**config.mk**
```make
export PLATFORM = sky130hd
export DESIGN_NAME = tagadd_unit
export DESIGN_NICKNAME = d
export VERILOG_FILES = /design/src/rtl/tagadd_pkg.sv /design/src/rtl/tagadd_arith.sv /design/src/rtl/tagadd_tagchk.sv /design/src/rtl/tagadd_flagreg.sv /design/src/rtl/tagadd_unit.sv
export SDC_FILE = /design/constraint.sdc
export NUM_CORES = 1
export LEC_CHECK = 0
export ABC_AREA = 1
export BUFFER_PORTS_ARGS = -buffer_cell sky130_fd_sc_hd__buf_4
export CORE_MARGIN = 2
export CORE_UTILIZATION = 45
export CTS_BUF_LIST = sky130_fd_sc_hd__clkbuf_4
export DETAILED_ROUTE_END_ITERATION = 10
export PLACE_DENSITY = 0.73
export REMOVE_ABC_BUFFERS = 1
export SETUP_SLACK_MARGIN = 0.5
export SLEW_MARGIN = 20
export SYNTH_ARGS = -nofsm -noshare
export SYNTH_HDL_FRONTEND = slang
export SYNTH_SLANG_ARGS = --single-unit
```
**constraint.sdc**
```tcl
create_clock -name clk -period 7.2 [get_ports clk]
set_clock_uncertainty 0.05 [all_clocks]
set_input_delay 1.44 -clock clk [delete_from_list [all_inputs] [get_ports clk]]
set_output_delay 1.44 -clock clk [all_outputs]
set_load 0.02 [all_outputs]
```
**src/rtl/tagadd_pkg.sv**
```systemverilog
package tagadd_pkg;
  typedef struct packed {
    logic n;
    logic z;
    logic v;
    logic c;
  } tagadd_flags_t;

  localparam tagadd_flags_t TAGADD_FLAGS_CLEAR = '{n: 1'b0, z: 1'b0, v: 1'b0, c: 1'b0};
endpackage

```
**src/rtl/tagadd_arith.sv**
```systemverilog
module tagadd_arith #(
  parameter int WIDTH = 32
) (
  input  logic [WIDTH-1:0] a,
  input  logic [WIDTH-1:0] b,
  input  logic             sub,
  output logic [WIDTH-1:0] sum,
  output logic             carry_flag,
  output logic             signed_ovf
);
  localparam int MSB = WIDTH - 1;

  logic [WIDTH-1:0] b_eff;
  logic [WIDTH:0]   wide;

  always_comb begin
    b_eff = sub ? ~b : b;
    wide  = {1'b0, a} + {1'b0, b_eff} + {{WIDTH{1'b0}}, sub};
    sum   = wide[WIDTH-1:0];
    // for subtract the raw carry is the inverse of the borrow
    carry_flag = sub ? ~wide[WIDTH] : wide[WIDTH];
    signed_ovf = (a[MSB] == b_eff[MSB]) && (wide[MSB] != a[MSB]);
  end
endmodule

```
**src/rtl/tagadd_tagchk.sv**
```systemverilog
module tagadd_tagchk #(
  parameter int TAG_W = 2
) (
  input  logic [TAG_W-1:0] tag_a,
  input  logic [TAG_W-1:0] tag_b,
  input  logic             enable,
  output logic             tag_err
);
  logic [TAG_W-1:0] merged;

  genvar gi;
  generate
    for (gi = 0; gi < TAG_W; gi++) begin : g_bit
      assign merged[gi] = tag_a[gi] | tag_b[gi];
    end
  endgenerate

  assign tag_err = enable & (|merged);
endmodule

```
**src/rtl/tagadd_flagreg.sv**
```systemverilog
module tagadd_flagreg
  import tagadd_pkg::*;
(
  input  logic          clk,
  input  logic          rst,
  input  logic          load,
  input  tagadd_flags_t next_flags,
  output tagadd_flags_t flags
);
  always_ff @(posedge clk) begin
    if (rst) begin
      flags <= TAGADD_FLAGS_CLEAR;
    end else if (load) begin
      flags <= next_flags;
    end
  end
endmodule

```
**src/rtl/tagadd_unit.sv**
```systemverilog
module tagadd_unit
  import tagadd_pkg::*;
#(
  parameter int WIDTH = 32,
  parameter int TAG_W = 2
) (
  input  logic             clk,
  input  logic             rst,
  input  logic [WIDTH-1:0] op_a,
  input  logic [WIDTH-1:0] op_b,
  input  logic             op_sub,
  input  logic             op_tagged,
  input  logic             cc_en,
  output logic [WIDTH-1:0] result,
  output logic             flag_n,
  output logic             flag_z,
  output logic             flag_v,
  output logic             flag_c
);
  localparam int MSB = WIDTH - 1;

  logic [WIDTH-1:0] sum;
  logic             carry_flag;
  logic             signed_ovf;
  logic             tag_err;
  tagadd_flags_t    next_flags;
  tagadd_flags_t    flags_q;

  tagadd_arith #(.WIDTH(WIDTH)) u_arith (
    .a          (op_a),
    .b          (op_b),
    .sub        (op_sub),
    .sum        (sum),
    .carry_flag (carry_flag),
    .signed_ovf (signed_ovf)
  );

  tagadd_tagchk #(.TAG_W(TAG_W)) u_tagchk (
    .tag_a   (op_a[TAG_W-1:0]),
    .tag_b   (op_b[TAG_W-1:0]),
    .enable  (op_tagged),
    .tag_err (tag_err)
  );

  always_comb begin
    next_flags.n = sum[MSB];
    next_flags.z = (sum == '0);
    next_flags.v = signed_ovf | tag_err;
    next_flags.c = carry_flag;
  end

  tagadd_flagreg u_flagreg (
    .clk        (clk),
    .rst        (rst),
    .load       (cc_en),
    .next_flags (next_flags),
    .flags      (flags_q)
  );

  always_ff @(posedge clk) begin
    if (rst) begin
      result <= '0;
    end else begin
      result <= sum;
    end
  end

  assign flag_n = flags_q.n;
  assign flag_z = flags_q.z;
  assign flag_v = flags_q.v;
  assign flag_c = flags_q.c;
endmodule

```
==> impl_metrics.csv <==
group,metric,value,unit
status,outcome,"complete, no violations",
place,dp.final_hpwl,9760,um
clock_network,cts_tree,"yes",
worst_setup_path,cp_slowest_cell,"buf_4",
pwr,p_int,0.493,mW
global_route,grt_pass1_vias,3935,
global_route,grt_overflow,0,
worst_setup_path,path_common_cell,"nand2_1",
place,io_buffers,104,
clock_network,clock-root-buffer,"clkbuf_4",
clock_network,clock_path_buffers,2,
timing,final-setup-viol-count,0,
worst_setup_path,crit_chain,"buf_4 > inv_2 > o21ai_4 > inv_1 > fa_1 > inv_1 > nand2_1 > nand2_1 > nand2_1 > inv_1 > nand2_1 > nand3_2 > nand3_1 > nand2_1 > nand2_1 > nand2_1 > nand2_1 > nor2_1 > nand2_1 > nor2_1 > nor2_1 > nor2_1",
routing,first_iter_violations,228,
worst_setup_path,path_class,"in2reg",
pwr,power_density,188,nW/um^2
worst_setup_path,worstPathArrival,4.23,ns
synth,synth_cell_type_count,34,
routing,drt_pre_antenna_iters,5,
routing,via_count,4208,
clock_network,cts_hold_buf,0,
routing,routed_wl,11500,um
timing,fin_crit_sh,55.3,%
die,start_util,46.7,%
worst_setup_path,path_max_fanout,33,
synth,syn_area_per_cell,6.07,um^2
routing,drcViolationCount,0,
pwr,seq_power_share,26.3,%
worst_setup_path,required,7.45,ns
routing,via_per_inst,4.99,
final_layout,drive_gt1_share,21.7,%
worst_setup_path,critical_path.endpoint_type,"flop",
routing,ant_nets,0,
die,die_y,96.6,um
global_route,grt_max_degree,35,
worst_setup_path,cp-endpoint,"u_flagreg.flags[2]",
final_layout,final_nets,841,
place,gp_congestion,0.922,
timing,worstMarginPinSlew,0.537,ns
pwr,pwr-share-comb,56.6,%
pwr,switching_share,45.6,%
pwr,clkPwrFrac,17.1,%
clock_network,numCtsBuffers,5,
final_layout,design_area,4810,um^2
global_route,antenna_found_initial,0,
timing,hold_violations,0,
synth,synth.yosys.seq_area_share,18.7,%
die,die_area,9330,um^2
pwr,peakVddDrop,0.103,mV
worst_setup_path,crit_path_start,"op_sub",
clock_network,clk_pin_slew_worst_paths,0.14,ns
worst_setup_path,r2r_cells,4,
timing,rsz0062_at_grt,"false",
place,dpl_worst_slack,2.86,ns
final_layout,syn_to_final_growth,24.8,%
clock_network,ctsHtreeMaxLevel,2,
place,dpl_cell_area,4730,um^2
timing,fin_tns_setup,0,ns
pwr,p_sw,0.414,mW
place,dp_cells,836,
hold_path,min_path_type,"reg2reg",
synth,ys_warn_count,0,
die,io_pins,105,
final_layout,finalNonFillerCells,844,
worst_setup_path,critPathMaxStageDelay,0.44,ns
timing,fin_crit,3.98,ns
final_layout,final_util,58.3,%
run,maxCapViolations,0,
die,core,8260,um^2
timing,fin_ws,3.22,ns
pwr,p_leak,2.69,nW
synth,ys_seq_elements,36,
synth,synthCells,636,
clock_network,post_cts_buffers,0,
timing,fmax,251,MHz
die,die_w,96.6,um
synth,synth.largest_area_cell,"dfxtp_1",
worst_setup_path,rr_endpoint,"u_flagreg.flags[2]",
synth,synthTopCellsByArea,"dfxtp_1 19%, nand2_1 18%, ha_1 11%",
timing,slew_violations,0,
clock_network,clock-sinks,36,
global_route,grt_pass1_wl,18400,um
clock_network,ctsResizeCount,0,
worst_setup_path,regToRegSetupSlack,6.48,ns
clock_network,clk_latency,0.35,ns
final_layout,diodes,0,
die,num_rows,33,
synth,synth_top_area_share,18.7,%
routing,wl_per_cell,13.6,um
worst_setup_path,start_kind,"input port",
global_route,grt.total_usage,25.8,%
synth,synthesis.area,3860,um^2
worst_setup_path,reg2reg_from,"u_flagreg.flags[2]",
timing,relSlewSlack,64.2,%
[cell type report]
cell class              count  area [um^2]
clock buffers               5         37.5
clock inverters             3         42.5
fillers                   880         3440
inverters                  99          372
multi-input cells         492         2730
flip-flops and latches     36          721
well taps                 105          131
repair buffers            104          781
[cells by family after synthesis]
family,share of synthesized area [%]
and+or+nand+nor,41.6
buffers and inverters,10.5
AOI/OAI and AO/OA,9.15
xor gates and xnor gates,8.85
DFF,18.7
adders and majority gates,11.2
[through the flow]
stage               total power [mW]  hold slack [ns]
finish                         0.907            0.449
global route                   0.982            0.497
CTS                            0.909            0.459
detailed placement             0.753            0.426
global placement               0.750            0.415
floorplan                      0.577            0.542
[state kept, by name, summed over array words and instances (netlist names)]
signal / count
result: 32
u_flagreg.flags: 4
[worst min-delay path by stage]
stage | start | to | depth (start not counted)
after detailed placement | u_flagreg.flags[3] | u_flagreg.flags[3] | 2
after floorplan | u_flagreg.flags[1] | u_flagreg.flags[1] | 2
final | u_flagreg.flags[3] | u_flagreg.flags[3] | 2
after global routing | u_flagreg.flags[3] | u_flagreg.flags[3] | 2
after CTS | u_flagreg.flags[3] | u_flagreg.flags[3] | 2
after global placement | u_flagreg.flags[0] | u_flagreg.flags[0] | 2
[power groups by stage]
stage                     combinational (mW)  sequential (mW)  clock, mW
after floorplan                        0.293            0.284          0
after global placement                 0.507            0.243          0
after detailed placement               0.509            0.244          0
after CTS                              0.511            0.239      0.159
after global routing                   0.573            0.243      0.166
final                                  0.513            0.239      0.155
[metal layers]
layer | vias up | GRT usage (%) | wire length, um
met4 | 0 | 7.39 | 227
met3 | 17 | 2.48 | 740
met1 | 1831 | 36.6 | 5470
li1 | 2204 | - | -
met5 | - | 0 | 0
met2 | 156 | 41.3 | 5050
[critical path: cells and delay by family]
kind	cells	cell delay (ns)
AOI/OAI and AO/OA	1	0.20
adders and majority gates	1	0.40
buffers and inverters	5	0.87
and+or+nand+nor	15	1.29
[synthesized netlist by cell type]
cell type,number
nor3_4,1
buf_1,3
clkbuf_1,5
o21a_1,1
buf_2,1
inv_2,4
o21ai_0,12
o21ai_1,1
nand4_1,9
nand2_1,185
ha_1,33
o41ai_1,1
o21bai_1,5
a31oi_1,2
o21bai_2,1
xor2_1,35
nand3_2,10
nand3_1,36
nand2_2,20
nand3b_2,1
nor2_1,76
fa_1,1
a21oi_2,1
nand3b_1,5
dfxtp_1,36
o21ai_4,1
o211ai_1,2
inv_1,95
a21oi_1,34
nand2_4,1
nor3_1,6
nor2_4,1
xnor2_1,4
nor2_2,7
[layout by cell type (no fill, tap or decap), types with 6 or more instances in the layout]
master	n
nand2_1	185
buf_4	104
inv_1	95
nor2_1	76
nand3_1	36
dfxtp_1	36
xor2_1	35
a21oi_1	34
ha_1	33
nand2_2	20
o21ai_0	12
nand3_2	10
nand4_1	9
nor2_2	7
nor3_1	6
Power figures use the tool's default switching activity.
